`src/rtl/sl_pkg.sv`:
```
package sl_pkg;

  typedef enum logic [3:0] {
    MSG_MREQ  = 4'd0,
    MSG_MRSP  = 4'd1,
    MSG_ATT   = 4'd2,
    MSG_ATTR  = 4'd3,
    MSG_INV   = 4'd4,
    MSG_INVR  = 4'd5,
    MSG_SETDN = 4'd6,
    MSG_SETUP = 4'd7,
    MSG_UNLR  = 4'd8,
    MSG_RETRY = 4'd9,
    MSG_WB    = 4'd10
  } msg_e;

  typedef enum logic [3:0] {
    LS_INVALID, LS_MREQ, LS_MWAIT, LS_ATT, LS_PENDING,
    LS_SHARED, LS_HCLEAN, LS_HDIRTY, LS_INVSEND, LS_INVWAIT,
    LS_WB, LS_LUP, LS_LUPW, LS_LDN, LS_LDNW
  } lstate_e;

  function automatic logic msg_is_request(msg_e t);
    return (t == MSG_ATT) || (t == MSG_INV) || (t == MSG_SETDN) || (t == MSG_SETUP);
  endfunction

endpackage

```
`src/rtl/sl_rst_sync.sv`:
```
module sl_rst_sync (
  input  logic clk,
  input  logic rst_n,
  output logic rst_sync_n
);
  logic [1:0] sync_q;

  always_ff @(posedge clk or negedge rst_n) begin
    if (!rst_n) sync_q <= 2'b00;
    else        sync_q <= {sync_q[0], 1'b1};
  end

  assign rst_sync_n = sync_q[1];
endmodule

```
`src/rtl/sl_id_reg.sv`:
```
module sl_id_reg #(
  parameter int ID_W = 4
) (
  input  logic            clk,
  input  logic            rst_n,
  input  logic            ld,
  input  logic [ID_W-1:0] d,
  output logic [ID_W-1:0] q
);
  always_ff @(posedge clk or negedge rst_n) begin
    if (!rst_n)  q <= '0;
    else if (ld) q <= d;
  end
endmodule

```
`src/rtl/sl_reply_buf.sv`:
```
module sl_reply_buf #(
  parameter int ID_W = 4
) (
  input  logic            clk,
  input  logic            rst_n,
  input  logic            load,
  input  logic [3:0]      ld_type,
  input  logic [ID_W-1:0] ld_dst,
  input  logic [ID_W-1:0] ld_ptr,
  input  logic            take,
  output logic            valid_q,
  output logic [3:0]      type_q,
  output logic [ID_W-1:0] dst_q,
  output logic [ID_W-1:0] ptr_q
);
  always_ff @(posedge clk or negedge rst_n) begin
    if (!rst_n) begin
      valid_q <= 1'b0;
      type_q  <= '0;
      dst_q   <= '0;
      ptr_q   <= '0;
    end else if (take) begin
      valid_q <= 1'b0;
    end else if (load) begin
      valid_q <= 1'b1;
      type_q  <= ld_type;
      dst_q   <= ld_dst;
      ptr_q   <= ld_ptr;
    end
  end
endmodule

```
`src/rtl/sharing_line_ctrl.sv`:
```
module sharing_line_ctrl #(
  parameter int ID_W    = 4,
  parameter int NODE_ID = 1,
  parameter int MEM_ID  = 15
) (
  input  logic            clk,
  input  logic            rst_n,
  input  logic            cpu_rd,
  input  logic            cpu_wr,
  input  logic            cpu_evict,
  output logic            rd_ok,
  output logic            wr_ok,
  output logic            head_o,
  input  logic            rx_valid,
  output logic            rx_ready,
  input  logic [3:0]      rx_type,
  input  logic [ID_W-1:0] rx_src,
  input  logic [ID_W-1:0] rx_dst,
  input  logic [ID_W-1:0] rx_ptr,
  output logic            tx_valid,
  input  logic            tx_ready,
  output logic [3:0]      tx_type,
  output logic [ID_W-1:0] tx_src,
  output logic [ID_W-1:0] tx_dst,
  output logic [ID_W-1:0] tx_ptr
);
  import sl_pkg::*;

  localparam logic [ID_W-1:0] NULL_ID = '0;
  localparam logic [ID_W-1:0] SELF_ID = ID_W'(NODE_ID);
  localparam logic [ID_W-1:0] MEM_PTR = ID_W'(MEM_ID);

  logic            rst_i_n;
  lstate_e         st_q, st_n;
  logic            rejoin_q, rejoin_n;
  logic            up_ld, dn_ld, walk_ld;
  logic [ID_W-1:0] up_d, dn_d, walk_d, up_q, dn_q, walk_q;
  logic            rb_ld, rb_v;
  logic [3:0]      rb_ld_type, rb_type;
  logic [ID_W-1:0] rb_ld_ptr, rb_dst, rb_ptr;
  logic            own_send, own_fire, rx_fire, rx_mine;
  msg_e            own_type, rx_msg;
  logic [ID_W-1:0] own_dst, own_ptr;

  sl_rst_sync rst_i (.clk(clk), .rst_n(rst_n), .rst_sync_n(rst_i_n));

  sl_id_reg #(.ID_W(ID_W)) up_reg_i   (.clk(clk), .rst_n(rst_i_n), .ld(up_ld),   .d(up_d),   .q(up_q));
  sl_id_reg #(.ID_W(ID_W)) dn_reg_i   (.clk(clk), .rst_n(rst_i_n), .ld(dn_ld),   .d(dn_d),   .q(dn_q));
  sl_id_reg #(.ID_W(ID_W)) walk_reg_i (.clk(clk), .rst_n(rst_i_n), .ld(walk_ld), .d(walk_d), .q(walk_q));

  sl_reply_buf #(.ID_W(ID_W)) rbuf_i (
    .clk(clk), .rst_n(rst_i_n), .load(rb_ld), .ld_type(rb_ld_type), .ld_dst(rx_src),
    .ld_ptr(rb_ld_ptr), .take(rb_v && tx_ready), .valid_q(rb_v), .type_q(rb_type),
    .dst_q(rb_dst), .ptr_q(rb_ptr)
  );

  // Requests this node originates, one per sending state
  always_comb begin
    own_send = 1'b1;
    own_type = MSG_MREQ;
    own_dst  = MEM_PTR;
    own_ptr  = NULL_ID;
    unique case (st_q)
      LS_MREQ:    ;
      LS_ATT:     begin own_type = MSG_ATT;   own_dst = dn_q;   end
      LS_INVSEND: begin own_type = MSG_INV;   own_dst = walk_q; end
      LS_WB:      own_type = MSG_WB;
      LS_LUP:     begin own_type = MSG_SETDN; own_dst = up_q; own_ptr = dn_q; end
      LS_LDN:     begin own_type = MSG_SETUP; own_dst = dn_q; own_ptr = up_q; end
      default:    own_send = 1'b0;
    endcase
  end

  // Replies take precedence; incoming packets wait while anything is offered
  assign tx_valid = rb_v || own_send;
  assign tx_type  = rb_v ? rb_type : own_type;
  assign tx_dst   = rb_v ? rb_dst  : own_dst;
  assign tx_ptr   = rb_v ? rb_ptr  : own_ptr;
  assign tx_src   = SELF_ID;
  assign rx_ready = !rb_v && !own_send;
  assign rx_fire  = rx_valid && rx_ready;
  assign rx_mine  = rx_fire && (rx_dst == SELF_ID);
  assign own_fire = own_send && !rb_v && tx_ready;
  assign rx_msg   = msg_e'(rx_type);

  function automatic lstate_e leave_from(logic [ID_W-1:0] up, logic [ID_W-1:0] dn, logic rj);
    if (up != NULL_ID)      return LS_LUP;
    else if (dn != NULL_ID) return LS_LDN;
    else                    return rj ? LS_MREQ : LS_INVALID;
  endfunction

  always_comb begin
    st_n       = st_q;
    rejoin_n   = rejoin_q;
    up_ld      = 1'b0; up_d   = rx_ptr;
    dn_ld      = 1'b0; dn_d   = rx_ptr;
    walk_ld    = 1'b0; walk_d = rx_ptr;
    rb_ld      = rx_mine && msg_is_request(rx_msg);
    rb_ld_type = MSG_RETRY;
    rb_ld_ptr  = NULL_ID;
    if (rx_mine) begin
      unique case (rx_msg)
        MSG_ATT: if (st_q == LS_HCLEAN || st_q == LS_HDIRTY) begin
          up_ld = 1'b1; up_d = rx_src; st_n = LS_SHARED; rb_ld_type = MSG_ATTR;
        end
        MSG_INV: if (st_q == LS_SHARED) begin
          st_n = LS_INVALID; rb_ld_type = MSG_INVR; rb_ld_ptr = dn_q;
        end
        MSG_SETDN: if (st_q == LS_SHARED || st_q == LS_HCLEAN || st_q == LS_HDIRTY) begin
          dn_ld = 1'b1; rb_ld_type = MSG_UNLR;
        end
        MSG_SETUP: if (st_q == LS_SHARED) begin
          up_ld = 1'b1; rb_ld_type = MSG_UNLR;
          if (rx_ptr == NULL_ID) st_n = LS_HCLEAN;
        end
        MSG_MRSP: if (st_q == LS_MWAIT) begin
          up_ld = 1'b1; up_d = NULL_ID; dn_ld = 1'b1;
          st_n = (rx_ptr == NULL_ID) ? LS_HCLEAN : LS_ATT;
        end
        MSG_ATTR: if (st_q == LS_PENDING) st_n = LS_HCLEAN;
        MSG_INVR: if (st_q == LS_INVWAIT) begin
          if (rx_ptr == NULL_ID) begin dn_ld = 1'b1; st_n = LS_HDIRTY; end
          else begin walk_ld = 1'b1; st_n = LS_INVSEND; end
        end
        MSG_UNLR: begin
          if (st_q == LS_LUPW)
            st_n = (dn_q != NULL_ID) ? LS_LDN : (rejoin_q ? LS_MREQ : LS_INVALID);
          else if (st_q == LS_LDNW)
            st_n = rejoin_q ? LS_MREQ : LS_INVALID;
        end
        MSG_RETRY: begin
          if (st_q == LS_PENDING) st_n = LS_ATT;
          else if (st_q == LS_INVWAIT) st_n = LS_INVSEND;
          else if (st_q == LS_LUPW) st_n = LS_LUP;
          else if (st_q == LS_LDNW) st_n = LS_LDN;
        end
        default: ;
      endcase
    end else if (own_fire) begin
      unique case (st_q)
        LS_MREQ:    st_n = LS_MWAIT;
        LS_ATT:     st_n = LS_PENDING;
        LS_INVSEND: st_n = LS_INVWAIT;
        LS_WB:      st_n = leave_from(up_q, dn_q, rejoin_q);
        LS_LUP:     st_n = LS_LUPW;
        LS_LDN:     st_n = LS_LDNW;
        default:    ;
      endcase
    end else if (!rx_fire) begin
      unique case (st_q)
        LS_INVALID: if (cpu_rd || cpu_wr) st_n = LS_MREQ;
        LS_SHARED: begin
          if (cpu_evict) begin rejoin_n = 1'b0; st_n = leave_from(up_q, dn_q, 1'b0); end
          else if (cpu_wr) begin rejoin_n = 1'b1; st_n = leave_from(up_q, dn_q, 1'b1); end
        end
        LS_HCLEAN: begin
          if (cpu_evict) begin rejoin_n = 1'b0; st_n = leave_from(up_q, dn_q, 1'b0); end
          else if (cpu_wr) begin
            if (dn_q == NULL_ID) st_n = LS_HDIRTY;
            else begin walk_ld = 1'b1; walk_d = dn_q; st_n = LS_INVSEND; end
          end
        end
        LS_HDIRTY: if (cpu_evict) begin rejoin_n = 1'b0; st_n = LS_WB; end
        default: ;
      endcase
    end
  end

  always_ff @(posedge clk or negedge rst_i_n) begin
    if (!rst_i_n) begin
      st_q     <= LS_INVALID;
      rejoin_q <= 1'b0;
    end else begin
      st_q     <= st_n;
      rejoin_q <= rejoin_n;
    end
  end

  assign head_o = (st_q == LS_HCLEAN) || (st_q == LS_HDIRTY) ||
                  (st_q == LS_INVSEND) || (st_q == LS_INVWAIT);
  assign rd_ok  = head_o || (st_q == LS_SHARED) || (st_q == LS_ATT) || (st_q == LS_PENDING);
  assign wr_ok  = (st_q == LS_HDIRTY);

endmodule

```
`config.mk`:
```
export PLATFORM = sky130hd
export DESIGN_NAME = sharing_line_ctrl
export DESIGN_NICKNAME = d
export VERILOG_FILES = /design/src/rtl/sl_pkg.sv /design/src/rtl/sl_rst_sync.sv /design/src/rtl/sl_id_reg.sv /design/src/rtl/sl_reply_buf.sv /design/src/rtl/sharing_line_ctrl.sv
export SDC_FILE = /design/constraint.sdc
export NUM_CORES = 1
export LEC_CHECK = 0
export CORE_ASPECT_RATIO = 0.5
export CORE_MARGIN = 2
export CORE_UTILIZATION = 33
export DETAILED_ROUTE_END_ITERATION = 10
export DONT_BUFFER_PORTS = 1
export HOLD_SLACK_MARGIN = 0.06
export MAX_ROUTING_LAYER = met4
export PLACE_DENSITY_LB_ADDON = 0.2
export SYNTH_ARGS = -nofsm -noshare
export SYNTH_HDL_FRONTEND = slang
export SYNTH_SLANG_ARGS = --single-unit
```
`constraint.sdc`:
```
create_clock -name clk -period 7.1 [get_ports clk]
set_input_delay 2.13 -clock clk [delete_from_list [all_inputs] [get_ports clk]]
set_output_delay 2.13 -clock clk [all_outputs]
set_load 0.01 [all_outputs]
```
==> run metrics <==
relative slew slack 22.1%; xor and xnor fraction of the mapped netlist area 0.330%; Die Width 131 µm; Post-Place Cells 418; standard cell with the maximum stage delay on the critical path dfrtp_1; endpoints failing setup 0; commonest cells after routing, fill and taps aside dfrtp_1, nand2_1, a21oi_1; post-detailed-route DRC marker count 0; setup slack on the worst flop-to-flop path 3.56 ns; RR Startpoint st_q[2]; final count of pins violating max slew 0; Final ANT Viol Nets 0; sequential cell area in the final layout 801 µm²; Worst Reg2Reg Path Length in Cells 6; share of the yosys chip area belonging to registers 30.2%; Flop pwr share 27.9%; adder-cell share of the synthesized area 0%; clock buffer count from CTS 5; Overflow after GRT 0; number of antenna violations at the first check in global routing 0; fraction of layout instances using a drive strength above 1 11.8%; simple-gate share of the synthesized area 25.9%; FMAX 0.225 GHz; hold buffer count at cts 0; synthesized area divided by synthesized cell count approximately 8.1 µm²; non-filler cells, final 426; cells resized by post-CTS repair 0; DIE AREA between 8000 and 9000 µm²; worst hold slack 0.257 ns; count of boundary I/O pins 44; final total negative setup slack 0 ns; portion of total power attributed to the clock network between 20% and 30%; synth-to-layout area growth 7.17%; type of the worst min-delay path flop to asynchronous set/reset pin; worst clock skew 0.00481 ns; Pre-Repair DR Iteration Count 5; synthesized cell area 2650 µm²; clock tree from TritonCTS built; total via count in the routed design 2559; final weighted congestion in routability-driven placement 0.913; initial standard-cell utilization of the core between 30% and 40%; area used by multi-input combinational logic 1670 µm²; routed length per placed instance 19.3 µm; first-pass GRT wire length 13100 µm; number of violations reported at the end of detailed-routing iteration 0 223; family with the most delay on the worst path simple AND/OR/NAND/NOR gates; HPWL Detailed 6000 µm; Cell Int Power slightly above 0.5 mW; Worst R2R End up_reg_i.q[1]; combinational family with the most area after synthesis compound AO/OA/AOI/OAI gates; vias in the first global route 2409; Reg clk slew, reported paths 0.05 ns; most frequent standard cell in the layout excluding fill and tap cells dfrtp_1; DR vias/cell 6.01; required time worst endpoint just under 5 ns; startpoint kind of the worst setup timing path flop; clk sink count 32; Max rail drop VDD 0.105 mV; number of H-tree levels 2; endpoint kind of the worst setup timing path output pin; crit path buf inv count 0; portion of netlist area occupied by mux cells a little under a tenth; worst skew pair latency about 0.28 ns; data arrival time at the worst-slack endpoint 2.32 ns; run status finished clean; Port Buffer Count 0; static leakage 1.13 nW; Pwr Density between 300 and 400 nW/µm²; Antenna Diode Count 0; prevailing post-synth register cell dfrtp_1; chain of cells forming the critical path nor2b_1 -> nand2_1 -> o21ai_0; total number of yosys warnings 0; Final min period 4.45 ns; net count of the finished layout 336; total design power 0.865 mW; switching pwr around 0.35 mW; largest incremental delay on the critical path 0.72 ns; cell count after synthesis 329; # rows 23; final worst-path cycle share 62.6%; switching portion of total power 40.7%; utilization after layout 36.1%; Critical Path Fanout Max 19; number of endpoints with negative hold slack in the final report 0; category of the critical setup timing path flop to output pin; core area 7890 µm²; GRT Overall Usage 20.3%; number of library cell types mapped by synthesis 56; pin count of the biggest net entering global routing 33; maximum capacitance violations 0; die extent in y 67.4 µm; fill count between 800 and 900; combinational cell fraction of total power 43.6%; master cell of the clock root buffer clkbuf_16; compound-cell area share of the yosys netlist 26.5%; RSZ-0062 raised after global routing false; number of synthesized flops with an enable pin 0; #FFs+latches synth 32; transition time at the pin with the least slew margin 1.16 ns; DRT Wirelength slightly above 8000 µm; largest buffer count on any clock path 2; ys async rst share 100%; buffers inserted by post-CTS timing repair 0
[flip-flops by register name (all words and copies together) (netlist names)]
register,cells
dn_reg_i.q,4
rbuf_i.dst_q,4
rbuf_i.ptr_q,4
rbuf_i.type_q,4
rbuf_i.valid_q,1
rejoin_q,1
rst_i.sync_q,2
st_q,4
up_reg_i.q,4
walk_reg_i.q,4
[per-stage QoR]
step                      cell area [µm²]  worst slack, ns
after global routing                 2840             2.53
after detailed placement             2680             2.67
after floorplan                      2660             3.08
after global placement               2680             2.76
final                                2840             2.65
after CTS                            2840             2.70
[metal layers]
layer | vias up | part of all wire (%) | GRT usage (%)
li1 | 1182 | - | -
met1 | 1219 | 44 | 26.5
met2 | 139 | 44 | 29.9
met3 | 19 | 9.7 | 6.26
met4 | 0 | 2.3 | 7.45
met5 | - | 0 | -
[kinds of logic after synthesis]
logic type / Yosys count
mux: 22
flops: 32
xor+xnor: 1
other cells: 2
buf+inv: 42
simple gates: 128
compound gates: 102
[cell type report]
class | count | share of cell area, %
multi-input cells | 258 | 58.6
flip-flops and latches | 32 | 28.2
well taps | 112 | 4.93
clock buffers | 6 | 4.53
inverters | 13 | 1.72
clock inverters | 2 | 1.23
repair buffers | 3 | 0.792
[power by group through the flow]
stage	sequential (mW)	combinational (mW)	clock, mW
2_1_floorplan	0.226	0.314	0
3_3_place_gp	0.243	0.369	0
3_5_place_dp	0.243	0.368	0
4_1_cts	0.241	0.370	0.250
5_1_grt	0.246	0.413	0.264
6_report	0.241	0.377	0.247
[how the worst max path moves through the flow]
stage	from	end	slack [ns]	cells after the start
floorplan	rx_dst[1]	rbuf_i.dst_q[2]	3.08	5
global placement	rx_dst[1]	rbuf_i.dst_q[1]	2.76	4
detailed placement	rx_dst[1]	rbuf_i.dst_q[3]	2.67	4
CTS	st_q[3]	tx_type[3]	2.70	3
global route	st_q[2]	tx_dst[1]	2.53	5
finish	st_q[3]	tx_type[3]	2.65	3
[Yosys cell counts (all sizes together), types with 2 or more instances]
cell type | number | share of area (%)
a31oi | 8 | 1.9
o32ai | 3 | 0.99
clkbuf | 21 | 3.0
nand2 | 28 | 4.0
a21o | 2 | 0.57
nor2 | 22 | 3.1
nor4b | 3 | 0.99
o21a | 2 | 0.57
inv | 13 | 1.8
a2111oi | 2 | 2.1
a22oi | 4 | 1.1
and2 | 5 | 1.2
a22o | 2 | 0.66
buf | 8 | 2.6
o211ai | 3 | 0.85
conb | 2 | 0.28
o31ai | 2 | 0.57
o21ai | 21 | 4.0
nand4 | 3 | 0.71
nor4 | 4 | 0.94
or4 | 3 | 0.85
dfrtp | 32 | 30
a21oi | 25 | 4.7
a211oi | 2 | 0.57
and3 | 2 | 0.47
mux2 | 21 | 9.1
nand2b | 11 | 2.6
a32oi | 2 | 0.66
nor3 | 8 | 1.5
nor2b | 15 | 3.5
nand3 | 15 | 3.3
a32o | 3 | 1.1
o22ai | 9 | 2.1
nand3b | 2 | 0.57
a221oi | 4 | 1.3
nor3b | 2 | 0.57
No activity file was read; power rests on OpenSTA's default activity.
